===== src/rtl/epipe_pkg.sv =====
// Package epipe_pkg
// Per-stage timing derived from the base parameters of the top.
// Assumes base values are at least 1 for periods and 0 or more for latency.
package epipe_pkg;

    function automatic int stage_period(input int base, input int k);
        return base + k;
    endfunction

    function automatic int stage_phase(input int base, input int k);
        return k % (base + k);
    endfunction

    function automatic int stage_latency(input int base, input int k);
        return base + k;
    endfunction

endpackage


===== src/rtl/epipe_tick.sv =====
// Module epipe_tick
// Makes a one-cycle local enable every PERIOD system cycles, at offset PHASE.
// Assumes PHASE < PERIOD; the counter restarts from zero on reset.
module epipe_tick #(
    parameter int PERIOD = 3,
    parameter int PHASE  = 0
) (
    input  logic clk,
    input  logic rst_n,
    output logic tick
);
    localparam int CW = (PERIOD > 1) ? $clog2(PERIOD) : 1;

    logic [CW-1:0] phase_cnt;

    // Free-running modulo-PERIOD counter.
    always_ff @(posedge clk) begin
        if (!rst_n)
            phase_cnt <= '0;
        else if (phase_cnt == CW'(PERIOD - 1))
            phase_cnt <= '0;
        else
            phase_cnt <= phase_cnt + CW'(1);
    end

    assign tick = (phase_cnt == CW'(PHASE));

    AST_TICK_SPACED: assert property (@(posedge clk) disable iff (!rst_n)
        (tick && (PERIOD > 1)) |=> !tick);

endmodule


===== src/rtl/epipe_stage.sv =====
// Module epipe_stage
// One pipeline stage: a latency counter stands in for the work time, and
// a request is granted only on the local tick when the output register
// has room. The output valid flag acknowledges the word to the next stage.
// Assumes in_valid and in_data hold until take is high.
module epipe_stage #(
    parameter int             DW      = 16,
    parameter int             LATENCY = 1,
    parameter logic [DW-1:0]  ADDEND  = '0
) (
    input  logic          clk,
    input  logic          rst_n,
    input  logic          tick,
    input  logic          in_valid,
    input  logic [DW-1:0] in_data,
    output logic          take,
    input  logic          consume,
    output logic          out_valid,
    output logic [DW-1:0] out_data
);
    localparam int LW = (LATENCY > 0) ? $clog2(LATENCY + 1) : 1;

    logic          busy;
    logic [LW-1:0] remain;
    logic          req;

    assign req  = busy && (remain == '0) && in_valid;
    assign take = req && tick && (!out_valid || consume);

    // Work timer: start on fresh input, count down, clear on capture.
    always_ff @(posedge clk) begin
        if (!rst_n) begin
            busy   <= 1'b0;
            remain <= '0;
        end else if (take) begin
            busy   <= 1'b0;
        end else if (in_valid && !busy) begin
            busy   <= 1'b1;
            remain <= LW'(LATENCY);
        end else if (busy && (remain != '0)) begin
            remain <= remain - LW'(1);
        end
    end

    // Output register: load the transformed word, empty it when read.
    always_ff @(posedge clk) begin
        if (!rst_n) begin
            out_valid <= 1'b0;
            out_data  <= '0;
        end else if (take) begin
            out_valid <= 1'b1;
            out_data  <= in_data + ADDEND;
        end else if (consume) begin
            out_valid <= 1'b0;
        end
    end

    AST_HOLD_VALID: assert property (@(posedge clk) disable iff (!rst_n)
        (out_valid && !consume) |=> out_valid);
    AST_HOLD_DATA: assert property (@(posedge clk) disable iff (!rst_n)
        (out_valid && !consume) |=> $stable(out_data));
    AST_ONLY_ON_TICK: assert property (@(posedge clk) disable iff (!rst_n)
        !tick |=> $stable(out_data));
    AST_ACK_NEXT: assert property (@(posedge clk) disable iff (!rst_n)
        take |=> out_valid);
    AST_INPUT_KEPT: assert property (@(posedge clk) disable iff (!rst_n)
        (busy && in_valid && !take) |=> in_valid);

endmodule


===== src/rtl/elastic_pipe.sv =====
// Module elastic_pipe
// Chain of N_STAGES handshake stages, each with its own local tick.
// Stage k: period TICK_BASE+k, latency LAT_BASE+k, addend STEP_BASE*(k+1).
// Assumes the source holds its word until src_ready.
module elastic_pipe #(
    parameter int N_STAGES  = 3,
    parameter int DW        = 16,
    parameter int TICK_BASE = 3,
    parameter int LAT_BASE  = 1,
    parameter int STEP_BASE = 17
) (
    input  logic          clk,
    input  logic          rst_n,
    input  logic          src_valid,
    input  logic [DW-1:0] src_data,
    output logic          src_ready,
    output logic          snk_valid,
    output logic [DW-1:0] snk_data,
    input  logic          snk_ready
);
    import epipe_pkg::*;

    localparam int LAST = N_STAGES - 1;

    logic [N_STAGES-1:0] tick_w;
    logic [N_STAGES-1:0] take_w;
    logic [N_STAGES-1:0] vld_w;
    logic [N_STAGES-1:0] cons_w;
    logic [N_STAGES-1:0] in_v_w;
    logic [DW-1:0]       in_d_w [N_STAGES];
    logic [DW-1:0]       dat_w  [N_STAGES];

    for (genvar k = 0; k < N_STAGES; k++) begin : g_stage
        // Input side: source for stage 0, previous register otherwise.
        if (k == 0) begin : g_head
            assign in_v_w[k] = src_valid;
            assign in_d_w[k] = src_data;
        end else begin : g_body
            assign in_v_w[k] = vld_w[k-1];
            assign in_d_w[k] = dat_w[k-1];
        end

        // Output side: next stage's capture or the sink reads this register.
        if (k == LAST) begin : g_tail
            assign cons_w[k] = snk_ready;
        end else begin : g_mid
            assign cons_w[k] = take_w[k+1];
        end

        epipe_tick #(
            .PERIOD (stage_period(TICK_BASE, k)),
            .PHASE  (stage_phase(TICK_BASE, k))
        ) u_tick (
            .clk   (clk),
            .rst_n (rst_n),
            .tick  (tick_w[k])
        );

        epipe_stage #(
            .DW      (DW),
            .LATENCY (stage_latency(LAT_BASE, k)),
            .ADDEND  (DW'(STEP_BASE * (k + 1)))
        ) u_stage (
            .clk       (clk),
            .rst_n     (rst_n),
            .tick      (tick_w[k]),
            .in_valid  (in_v_w[k]),
            .in_data   (in_d_w[k]),
            .take      (take_w[k]),
            .consume   (cons_w[k]),
            .out_valid (vld_w[k]),
            .out_data  (dat_w[k])
        );
    end

    assign src_ready = take_w[0];
    assign snk_valid = vld_w[LAST];
    assign snk_data  = dat_w[LAST];

    AST_SRC_HELD: assert property (@(posedge clk) disable iff (!rst_n)
        (src_valid && !src_ready) |=> (src_valid && $stable(src_data)));
    AST_SNK_HELD: assert property (@(posedge clk) disable iff (!rst_n)
        (snk_valid && !snk_ready) |=> (snk_valid && $stable(snk_data)));

endmodule


===== config.mk =====
export PLATFORM = sky130hd
export DESIGN_NAME = elastic_pipe
export DESIGN_NICKNAME = d
export VERILOG_FILES = /design/src/rtl/epipe_pkg.sv /design/src/rtl/epipe_tick.sv /design/src/rtl/epipe_stage.sv /design/src/rtl/elastic_pipe.sv
export SDC_FILE = /design/constraint.sdc
export NUM_CORES = 1
export LEC_CHECK = 0
export ABC_AREA = 1
export BUFFER_PORTS_ARGS = -buffer_cell sky130_fd_sc_hd__buf_2
export CORE_MARGIN = 4
export CORE_UTILIZATION = 30
export CTS_CLUSTER_DIAMETER = 150
export CTS_CLUSTER_SIZE = 20
export DETAILED_ROUTE_END_ITERATION = 10
export GPL_TIMING_DRIVEN = 0
export PLACE_DENSITY = 0.58
export SLEW_MARGIN = 0
export SYNTH_ARGS = -nofsm -noshare
export SYNTH_HDL_FRONTEND = slang
export SYNTH_SLANG_ARGS = --single-unit

===== constraint.sdc =====
create_clock -name clk -period 2.11 [get_ports clk]
set_input_delay 0.211 -clock clk [delete_from_list [all_inputs] [get_ports clk]]
set_output_delay 0.211 -clock clk [all_outputs]
set_load 0.005 [all_outputs]

==> metrics.yaml, run 1 <==
fin_nets: 618
clock_sinks: 66
finalCritPeriodShare_pct: 93.67
path_max_fanout: 6
synth-compound-area-share_pct: 11.93
skew_ps: 3.655
synth_area_per_cell_sq_um: 6.843
netlist_area_sq_mm: 0.003661
ys_seq_area_share_pct: 36.09
fmax_mhz: 505.9
gp_congestion: 0.8455
synth_top_area_share_pct: 36.09
die_h_um: 118.5
intPower_mw: 2.473
die_w_um: 118.5
grt_remaining_overflow: 0
combPwrFrac_pct: 8.9
cap_violations: 0
cp-start-kind: "register"
antenna_found_initial: 0
insertion_delay_ps: 320
grt_pass1_vias: 3100
htreeDepth: 3
core_area_sq_mm: 0.01196
status: "complete, no violations"
synth_area_leaders: "dfxtp_1, nand2_1, nor2_1"
period_minus_slack_ps: 1977
synth_nets: 567
power_frac_clock_pct: 49.5
slew_headroom_pct: 58.72
maxSlewViolCount: 0
required_ps: 1900
synth_edf_count: 0
yosysWarnings: 0
dp_hpwl_um: 6107
cts_buffer_depth: 2
hold_path.class: "primary input to register"
grt_pass1_wl_um: 13940
end_kind: "output port"
portBuffers: 36
cts_root_buf: "clkbuf_16"
powerDensity_mw_per_mm2: 731.1
yosysTopAreaCell: "dfxtp_1"
postRouteWirelength_um: 8049
setup_violations: 0
crit_type: "register to output port"
synth-async-reset-ratio_pct: 0
cts_tree: "done"
ys_types: 34
drt-pass1-iter-count: 4
via_per_inst: 4.507
drcViolationCount: 0
synth_fa_ha_area_share_pct: 4.101
worst_pin_slew_ps: 619.2
layout_common_cells: "nand2_1, nor2_1, dfxtp_1"
grt_max_degree: 12
cts_hold_buffers: 0
std_cell_rows: 40
tns_ps: 0
path_clk_slew_ps: 50
synth-seq-cells: 66
cp.arrival_ps: 1770
final_common_cell: "nand2_1"
drive_gt1_share_pct: 15.74
dr_total_vias: 3326
cts_buffers: 9
synth_top_family_by_area: "simple AND/OR/NAND/NOR gates"
grt_util_all_layers_pct: 11.95
power_leakage_nw: 2.008
antennaDiodeCount: 0
seq_power_share_pct: 41.6
yosys.area_share.simple_pct: 31.48
syn_to_final_growth_pct: 20.03
syn-instance-count: 535
detail-route-antenna-nets: 0
swShare_pct: 23.01
drt_iter0_drc: 176
power_mw: 3.212
switchingPower_mw: 0.7391
synthMuxAreaShare_pct: 0
peakVddDrop_uv: 411.0
hold_viol: 0
rrSetupSlack_ps: 250
die-area_sq_mm: 0.01404
synthFlopType: "dfxtp_1"
synth_xor_area_share_pct: 4.306
initial_core_util_pct: 30.61
pin_count: 38
wl_per_cell_um: 10.91
-- layout make-up --
class / count / area, sq um
fillers: 1223 / 7567
well taps: 147 / 183.9
inverters: 67 / 251.5
plain buffers: 30 / 195.2
clock inverters: 5 / 77.57
repair buffers: 40 / 210.2
flip-flops and latches: 66 / 1321
multi-input cells: 372 / 1912
clock buffers: 11 / 242.7
-- power by group through the flow --
stage / sequential [mW] / clock [mW] / combinational (mW)
after floorplan: 1.35 / 0 / 0.199
after global placement: 1.36 / 0 / 0.269
after detailed placement: 1.36 / 0 / 0.278
after CTS: 1.34 / 1.63 / 0.282
after global routing: 1.34 / 1.69 / 0.333
final: 1.34 / 1.59 / 0.285
-- registers in the layout, indices dropped and copies added, names as in the netlist --
| register | cells |
|---|---|
| g_stage.u_stage.out_data | 48 |
| g_stage.u_tick.phase_cnt | 7 |
| g_stage.u_stage.remain | 5 |
| g_stage.u_stage.busy | 3 |
| g_stage.u_stage.out_valid | 3 |
-- worst max-delay path, cell delays in order, from the launching register on --
cell,delay (ps)
dfxtp_1,310
inv_1,80
ha_1,170
nand2_1,110
nor2_4,120
nand3_4,90
nand2_4,80
nand2_4,80
a21oi_4,170
buf_6,130
buf_2,110
-- what timing repair did --
item                                    CTS  global route
pin swaps                                 1             1
resized for setup                         2             2
cloned                                    0             0
endpoints found under the setup margin    1             1
buffers inserted                          1             3
-- path summary, 6_finish.rpt --
kind / start / end / cells after the start
max: g_stage[2].u_stage.remain[0]$_SDFFE_PN0P_ / src_ready / 10
min: src_valid / g_stage[0].u_stage.busy$_SDFFE_PP0P_ / 3
max reg2reg: g_stage[2].u_stage.remain[0]$_SDFFE_PN0P_ / g_stage[2].u_stage.out_data[14]$_SDFFE_PN0P_ / 11
min reg2reg: g_stage[0].u_tick.phase_cnt[0]$_SDFF_PP0_ / g_stage[0].u_tick.phase_cnt[0]$_SDFF_PP0_ / 1
-- cell families after synthesis --
kind of cell               after synthesis
and+or+nand+nor                        264
buffers and inverters                   97
AOI/OAI and AO/OA                       78
DFF                                     66
xor gates and xnor gates                18
adders and majority gates               12
-- metrics by stage --
step / cells / cell area (sq um) / hold slack [ps] / utilization, % / worst slack [ps]
2_1_floorplan: 535 / 3661 / 373.3 / - / 560.6
6_report: 738 / 4394 / 171.3 / 36.74 / 133.5
3_5_place_dp: 718 / 4025 / 419.9 / 33.65 / 203.9
3_3_place_gp: 718 / 4025 / 407.0 / 33.65 / 256.4
5_1_grt: 738 / 4394 / 211.1 / 36.74 / -2.129
4_1_cts: 735 / 4364 / 163.4 / 36.49 / 24.43
-- synthesized netlist by cell type (5+ instances only) --
cell type    n
o21bai_1     5
a21oi_1     28
clkbuf_1     6
nand3_1     39
nor3_1      16
dfxtp_1     66
o21ai_0     32
xor2_1      14
inv_1       64
ha_1        12
nor2_1      67
nand4_1      5
buf_2        6
nand3b_1     6
nand2_1    121
buf_4       17
-- per-layer routing --
| layer | share of wire [%] | vias to the layer above | global-route usage (%) |
|---|---|---|---|
| met5 | 0 | - | 0 |
| met4 | 1.1 | 0 | 4.345 |
| met2 | 44 | 51 | 18.86 |
| met3 | 4.2 | 7 | 3.014 |
| li1 | - | 1804 | - |
| met1 | 51 | 1464 | 15.81 |
(Power assumes the default switching activity.)
==> run 2: changes to the inputs <==
--- a/config.mk
+++ b/config.mk
@@ -5,15 +5,14 @@
 export SDC_FILE = /design/constraint.sdc
 export NUM_CORES = 1
 export LEC_CHECK = 0
-export ABC_AREA = 1
 export BUFFER_PORTS_ARGS = -buffer_cell sky130_fd_sc_hd__buf_2
-export CORE_MARGIN = 4
+export CORE_MARGIN = 3
 export CORE_UTILIZATION = 30
 export CTS_CLUSTER_DIAMETER = 150
 export CTS_CLUSTER_SIZE = 20
 export DETAILED_ROUTE_END_ITERATION = 10
 export GPL_TIMING_DRIVEN = 0
-export PLACE_DENSITY = 0.58
+export PLACE_DENSITY = 0.6
 export SLEW_MARGIN = 0
 export SYNTH_ARGS = -nofsm -noshare
 export SYNTH_HDL_FRONTEND = slang
==> constraint.sdc (replaced) <==
create_clock -name clk -period 1.78 [get_ports clk]
set_input_delay 0.178 -clock clk [delete_from_list [all_inputs] [get_ports clk]]
set_output_delay 0.178 -clock clk [all_outputs]
set_load 0.005 [all_outputs]
==> run 2 against run 1 <==
Net effect: the flow now finishes with violations (setup timing); synthesized cell count fell by 26%; setup slack got worse by 190 ps; routed wire length rose by 3.8%; first-iteration DRC count shrank 45%; final cell count fell by 18%; die area decreased by 4.8%; global-route usage grew 1.2 points; sequential power grew 19%; clock skew down 0.51 ps; largest cell class unchanged; largest power group unchanged.
==> metrics.yaml, run 2 <==
status: "complete, but fails checks"
violations: "setup timing"
portBuffers: 37  # +2.8%
tns_ps: -55.17  # -55.17 ps
dp_cells: 577  # -20%
path_clk_slew_ps: 50  # about the same
grt_pass1_vias: 2870  # -7.4%
yosysTopAreaCell: "dfxtp_1"
largest-register: "g_stage.u_stage.out_data"
final_core_util_pct: 38.83  # +2.1 points
fmax_mhz: 544.9
reg2reg_from: "g_stage[2].u_stage.remain[0]$_SDFFE_PN0P_"
synth_edf_count: 0  # unchanged
synth_nets: 429  # -24%
dp_hpwl_um: 6037  # -1.1%
hold_path.class: "primary input to register"
synthMostInstantiatedCell: "dfxtp_1"
initial_core_util_pct: 31.16  # +0.55 points
grt_max_degree: 11  # -1
fin_nets: 489  # -21%
path_max_fanout: 4  # -2
powerDensity_mw_per_mm2: 803.2  # +9.9%
cpMaxStageDelayCell: "dfxtp_1"
grt_util_all_layers_pct: 13.12  # +1.2 points
crit_type: "register to output port"
die_w_um: 115.6  # -2.4%
dp_slack_ps: -147.4  # -351.2 ps
yosysWarnings: 0  # unchanged
synth-async-reset-ratio_pct: 0  # unchanged
cts_tree: "done"
end_kind: "output port"
reg2regPathDepth: 7  # -4
crit_buf_inv: 3  # unchanged
insertion_delay_ps: 320  # about the same
syn-instance-count: 397  # -26%
antennaDiodeCount: 0  # unchanged
synth_area_per_cell_sq_um: 9.077  # +33%
r2r_end: "g_stage[2].u_stage.out_data[9]$_SDFFE_PN0P_"
drt_iter0_drc: 97  # -45%
power_leakage_nw: 1.637  # -18%
fin_area_sq_mm: 0.004491  # +2.2%
cts_root_buf: "clkbuf_16"
die_h_um: 115.6  # -2.4%
multiInputGateArea_sq_mm: 0.002121  # +11%
skew_ps: 3.141  # -0.5143 ps
wl_per_cell_um: 13.81  # +27%
via_per_inst: 5.002  # +11%
slew_headroom_pct: 45.54  # -13 points
rsz0062_at_grt: "true"
clock_sinks: 66  # unchanged
grt_pass1_wl_um: 14010  # +0.49%
holdPathStages: 2  # -1
hold_viol: 0  # unchanged
detail-route-antenna-nets: 0  # unchanged
max_stage_delay_ps: 330  # +20 ps
synth-seq-cells: 66  # unchanged
drcViolationCount: 0  # unchanged
period_minus_slack_ps: 1835
cts_buffers: 9  # unchanged
peakVddDrop_uv: 391.1  # -4.8%
ys_types: 56  # +65%
finalCritPeriodShare_pct: 103.1
synth_top_area_share_pct: 36.67  # +0.58 points
synth_common_cells: "dfxtp_1, a21oi_1, xnor2_1"
cap_violations: 0  # unchanged
worstHoldStart: "src_data[0]"
syn_to_final_growth_pct: 24.62
required_ps: 1600  # -300 ps
gp_congestion: 0.7947  # -6.0%
htreeDepth: 3  # unchanged
cts_buffer_depth: 2  # unchanged
worst_pin_slew_ps: 816.9  # +197.7 ps
antenna_found_initial: 0  # unchanged
power_mw: 3.607  # +12%
dr_total_vias: 3026  # -9.0%
timing.hold.ws_ps: 107.9  # -63.34 ps
layout_common_cells: "dfxtp_1, a21oi_1, buf_2"
synthFlopType: "dfxtp_1"
maxSlewViolCount: 0  # unchanged
worstHoldEndpoint: "g_stage[0].u_stage.out_data[0]$_SDFFE_PN0P_"
drive_gt1_share_pct: 29.87  # +14 points
cp.arrival_ps: 1660  # -110 ps
largest_reg_flops: 48  # unchanged
place_area_sq_mm: 0.003968  # -1.4%
netlist_area_sq_mm: 0.003603  # -1.6%
rrSetupSlack_ps: 50  # -200 ps
postRouteWirelength_um: 8354  # +3.8%
finalNonFillerCells: 605  # -18%
core_area_sq_mm: 0.01156  # -3.3%
ys_seq_area_share_pct: 36.67  # +0.58 points
pin_count: 38  # unchanged
drt-pass1-iter-count: 6  # +2
std_cell_rows: 39  # -2.5%
cp-start-kind: "register"
cts_hold_buffers: 0  # unchanged
grt_remaining_overflow: 0  # unchanged
critPathTopFamily: "flip-flops"
setup_violations: 1  # +1
reg_top3: "g_stage.u_stage.out_data x48, g_stage.u_tick.phase_cnt x7, g_stage.u_stage.remain x5"
timing.final.ws_setup_ps: -55.17  # -188.6 ps
fillCellCount: 1169  # -4.4%
final_common_cell: "dfxtp_1"
synth_area_leaders: "dfxtp_1, a21oi_1, xnor2_1"
ff_latch_area_sq_mm: 0.001323  # about the same
die-area_sq_mm: 0.01336  # -4.8%
worstPathCellList: "inv_1 -> ha_4 -> and3_4 -> a31oi_4 -> nor2_4 -> buf_6 -> buf_2"
run 2: cell type report:
type / count / share of cell area [%]
Clock buffer: 14 / 6.102
Tap cell: 143 / 3.984
Multi-Input combinational cell: 279 / 47.23
Clock inverter: 2 / 0.2229
Sequential cell: 66 / 29.45
Buffer: 36 / 5.545
Timing Repair Buffer: 49 / 6.130
Inverter: 16 / 1.337
run 2: worst max-delay path by stage:
stage                                                            from  slack [ps]  cells after the start                                      endpoint
after CTS                   g_stage[0].u_tick.phase_cnt[0]$_SDFF_PP0_         -60                      7                                     src_ready
after global routing        g_stage[0].u_tick.phase_cnt[0]$_SDFF_PP0_        -130                      7                                     src_ready
after global placement      g_stage[2].u_stage.remain[0]$_SDFFE_PN0P_        -120                      7                                     src_ready
after detailed placement    g_stage[2].u_stage.remain[0]$_SDFFE_PN0P_        -150                      7                                     src_ready
final                       g_stage[2].u_tick.phase_cnt[0]$_SDFF_PP0_         -60                      7                                     src_ready
after floorplan           g_stage[1].u_stage.out_data[0]$_SDFFE_PN0P_         170                      6  g_stage[2].u_stage.out_data[14]$_SDFFE_PN0P_
run 2: repair_timing:
item,in CTS,in global routing
pin swaps,6,5
setup endpoints to repair,33,34
setup buffers,8,4
hold endpoints to repair,0,0
gates resized for setup,16,14
run 2: where the power goes:
| part | leakage (nW) | switching [mW] | internal (mW) |
|---|---|---|---|
| clock network | 0.143 | 0.592 | 1.05 |
| registers | 0.536 | 0.0556 | 1.54 |
| logic | 0.959 | 0.207 | 0.163 |
run 2: cells by family after synthesis:
kind of cell             share of synthesized area [%]
flip-flops                                       36.67
adder cells (fa/ha/maj)                          4.167
AND/OR/NAND/NOR                                  16.39
AO/OA/AOI/OAI                                    25.28
buffers and inverters                            8.090
XOR/XNOR                                         8.507
multiplexers                                    0.9027
run 2: worst reg2reg max path, delay by kind of cell (launching register included):
family | cells | cell delay [ps]
fa+ha+maj | 1 | 170
simple gates | 3 | 560
flops | 1 | 330
buf+inv | 2 | 230
compound gates | 1 | 320
run 2: routing by layer:
layer / up-vias / global-route usage, % / part of all wire, %
met5: - / 0 / 0
met4: 0 / 3.365 / 0.81
met3: 4 / 3.290 / 4.5
met2: 60 / 21.72 / 46
met1: 1411 / 17.14 / 49
li1: 1551 / - / -
==> run 3: changes to the inputs <==
--- a/config.mk
+++ b/config.mk
@@ -12,7 +12,7 @@
 export CTS_CLUSTER_SIZE = 20
 export DETAILED_ROUTE_END_ITERATION = 10
 export GPL_TIMING_DRIVEN = 0
-export PLACE_DENSITY = 0.6
+export PLACE_DENSITY = 0.58
 export SLEW_MARGIN = 0
 export SYNTH_ARGS = -nofsm -noshare
 export SYNTH_HDL_FRONTEND = slang
==> constraint.sdc (replaced) <==
create_clock -name clk -period 1.9 [get_ports clk]
set_input_delay 0.19 -clock clk [delete_from_list [all_inputs] [get_ports clk]]
set_output_delay 0.19 -clock clk [all_outputs]
set_load 0.005 [all_outputs]
==> run 3 against run 2 <==
Net effect: the run now ends clean; setup slack improved by 86 ps; critical endpoint unchanged; via count down 1.7%; critical path depth shrank 2; critical path type unchanged.
==> metrics.yaml, run 3 (synthesized netlist as in run 2, its figures left out) <==
grt_remaining_overflow: 0  # unchanged
cts_buffer_depth: 2  # unchanged
layout_common_cells: "dfxtp_1, a21oi_1, buf_2"
grt_pass1_vias: 2863  # -0.24%
largest_reg_flops: 48  # unchanged
antennaDiodeCount: 0  # unchanged
clock_sinks: 66  # unchanged
cpMaxStageDelayCell: "dfxtp_1"
largest-register: "g_stage.u_stage.out_data"
drt_iter0_drc: 110  # +13%
timing.hold.ws_ps: 123.1  # +15.16 ps
grt_util_all_layers_pct: 13.17  # +0.046 points
seq_power_share_pct: 40.5  # -3.6 points
tns_ps: 0  # +55.17 ps
cap_violations: 0  # unchanged
place_area_sq_mm: 0.003968  # unchanged
power_leakage_nw: 1.611  # -1.6%
dr_total_vias: 2974  # -1.7%
grt_max_degree: 12  # +1
maxSlewViolCount: 0  # unchanged
initial_core_util_pct: 31.16  # unchanged
peakVddDrop_uv: 360.9  # -7.7%
htreeDepth: 3  # unchanged
period_minus_slack_ps: 1869
powerDensity_mw_per_mm2: 825.7  # +2.8%
timing.final.ws_setup_ps: 30.77  # +85.94 ps
die_h_um: 115.6  # unchanged
crit_type: "register to output port"
fin_area_sq_mm: 0.004454  # -0.81%
grt_pass1_wl_um: 13910  # -0.74%
detail-route-antenna-nets: 0  # unchanged
dp_slack_ps: -75.58  # +71.77 ps
end_kind: "output port"
path_clk_slew_ps: 50  # about the same
finalNonFillerCells: 602  # -0.50%
worst_pin_slew_ps: 812.4  # -4.459 ps
power_frac_clock_pct: 50.4  # +4.8 points
status: "complete, no violations"
drcViolationCount: 0  # unchanged
insertion_delay_ps: 330  # about the same
die_w_um: 115.6  # unchanged
cts_hold_buffers: 0  # unchanged
postRouteWirelength_um: 8331  # -0.28%
fmax_mhz: 535.0
finalCritPeriodShare_pct: 98.38
dp_hpwl_um: 6071  # +0.56%
antenna_found_initial: 0  # unchanged
fin_nets: 486  # -0.61%
syn_to_final_growth_pct: 23.61
pin_count: 38  # unchanged
max_stage_delay_ps: 560  # +230 ps
drt-pass1-iter-count: 4  # -2
switchingPower_mw: 0.8379  # -2.0%
cts_buffers: 9  # unchanged
final_common_cell: "dfxtp_1"
worstPathCellList: "nand4_4 -> a21o_1 -> nor2_4 -> buf_8 -> buf_2"
cp-start-kind: "register"
intPower_mw: 2.840  # +3.2%
portBuffers: 37  # unchanged
reg_top3: "g_stage.u_stage.out_data x48, g_stage.u_tick.phase_cnt x7, g_stage.u_stage.remain x5"
path_max_fanout: 10  # +6
cts_tree: "done"
std_cell_rows: 39  # unchanged
swShare_pct: 22.78  # -0.92 points
slew_headroom_pct: 45.84  # +0.30 points
cts_root_buf: "clkbuf_16"
via_per_inst: 4.940  # -1.2%
die-area_sq_mm: 0.01336  # unchanged
required_ps: 1710  # +110 ps
wl_per_cell_um: 13.84  # +0.22%
skew_ps: 3.931  # +0.7904 ps
gp_congestion: 0.8108  # +2.0%
drive_gt1_share_pct: 28.76  # -1.1 points
hold_viol: 0  # unchanged
rsz0062_at_grt: "true"
combPwrFrac_pct: 9.1  # -1.2 points
hold_path.class: "primary input to register"
setup_violations: 0  # -1
dp_cells: 577  # unchanged
cp.arrival_ps: 1680  # +20 ps
core_area_sq_mm: 0.01156  # unchanged
==> run 3: power groups by stage <==
stage	clock, mW	combinational, mW	sequential [mW]
4_1_cts	1.89	0.327	1.49
2_1_floorplan	0	0.220	1.50
6_report	1.85	0.335	1.49
3_3_place_gp	0	0.300	1.51
5_1_grt	1.94	0.379	1.50
3_5_place_dp	0	0.309	1.52
==> run 3: worst paths after layout <==
check,start,endpoint,slack (ps),depth (start not counted)
setup reg to reg,g_stage[2].u_stage.remain[0]$_SDFFE_PN0P_,g_stage[1].u_stage.out_data[14]$_SDFFE_PN0P_,110,7
hold reg to reg,g_stage[0].u_tick.phase_cnt[0]$_SDFF_PP0_,g_stage[0].u_tick.phase_cnt[0]$_SDFF_PP0_,420,1
setup / recovery,g_stage[0].u_stage.out_valid$_SDFFE_PN0P_,src_ready,30,5
hold / removal,src_data[0],g_stage[0].u_stage.out_data[0]$_SDFFE_PN0P_,120,2
==> run 3: critical path: cells and delay by family (launching register included) <==
family	cells	cell delay, ps
flip-flops	1	560
AND/OR/NAND/NOR	2	290
AO/OA/AOI/OAI	1	230
buffers and inverters	2	270
==> run 3: timing repair <==
| action | in CTS | in global routing |
|---|---|---|
| resized for setup | 9 | 8 |
| setup endpoints to repair | 10 | 21 |
| setup buffers | 5 | 4 |
| pin swaps | 3 | 5 |
==> run 3: through the flow <==
stage | util [%] | power [mW]
3_3_place_gp | 34.31 | 1.812
3_5_place_dp | 34.31 | 1.826
2_1_floorplan | - | 1.724
4_1_cts | 37.91 | 3.700
5_1_grt | 38.52 | 3.819
6_report | 38.52 | 3.678
==> run 3: layer usage <==
metal / vias to the layer above / GRT usage, % / share of wire (%)
met5: - / 0 / 0
met4: 0 / 3.678 / 0.98
met3: 9 / 3.551 / 3.9
met2: 53 / 20.49 / 45
met1: 1358 / 18.02 / 50
li1: 1554 / - / -
==> run 3: area by class of cell <==
class / instances / area, sq um
inverter: 16 / 60.06
sequential: 66 / 1323
tap: 143 / 178.9
clock inverter: 4 / 72.57
fill: 1154 / 7111
clock buffer: 12 / 266.5
timing repair buffer: 46 / 252.7
multi-input combinational: 279 / 2062
buffer: 36 / 239.0
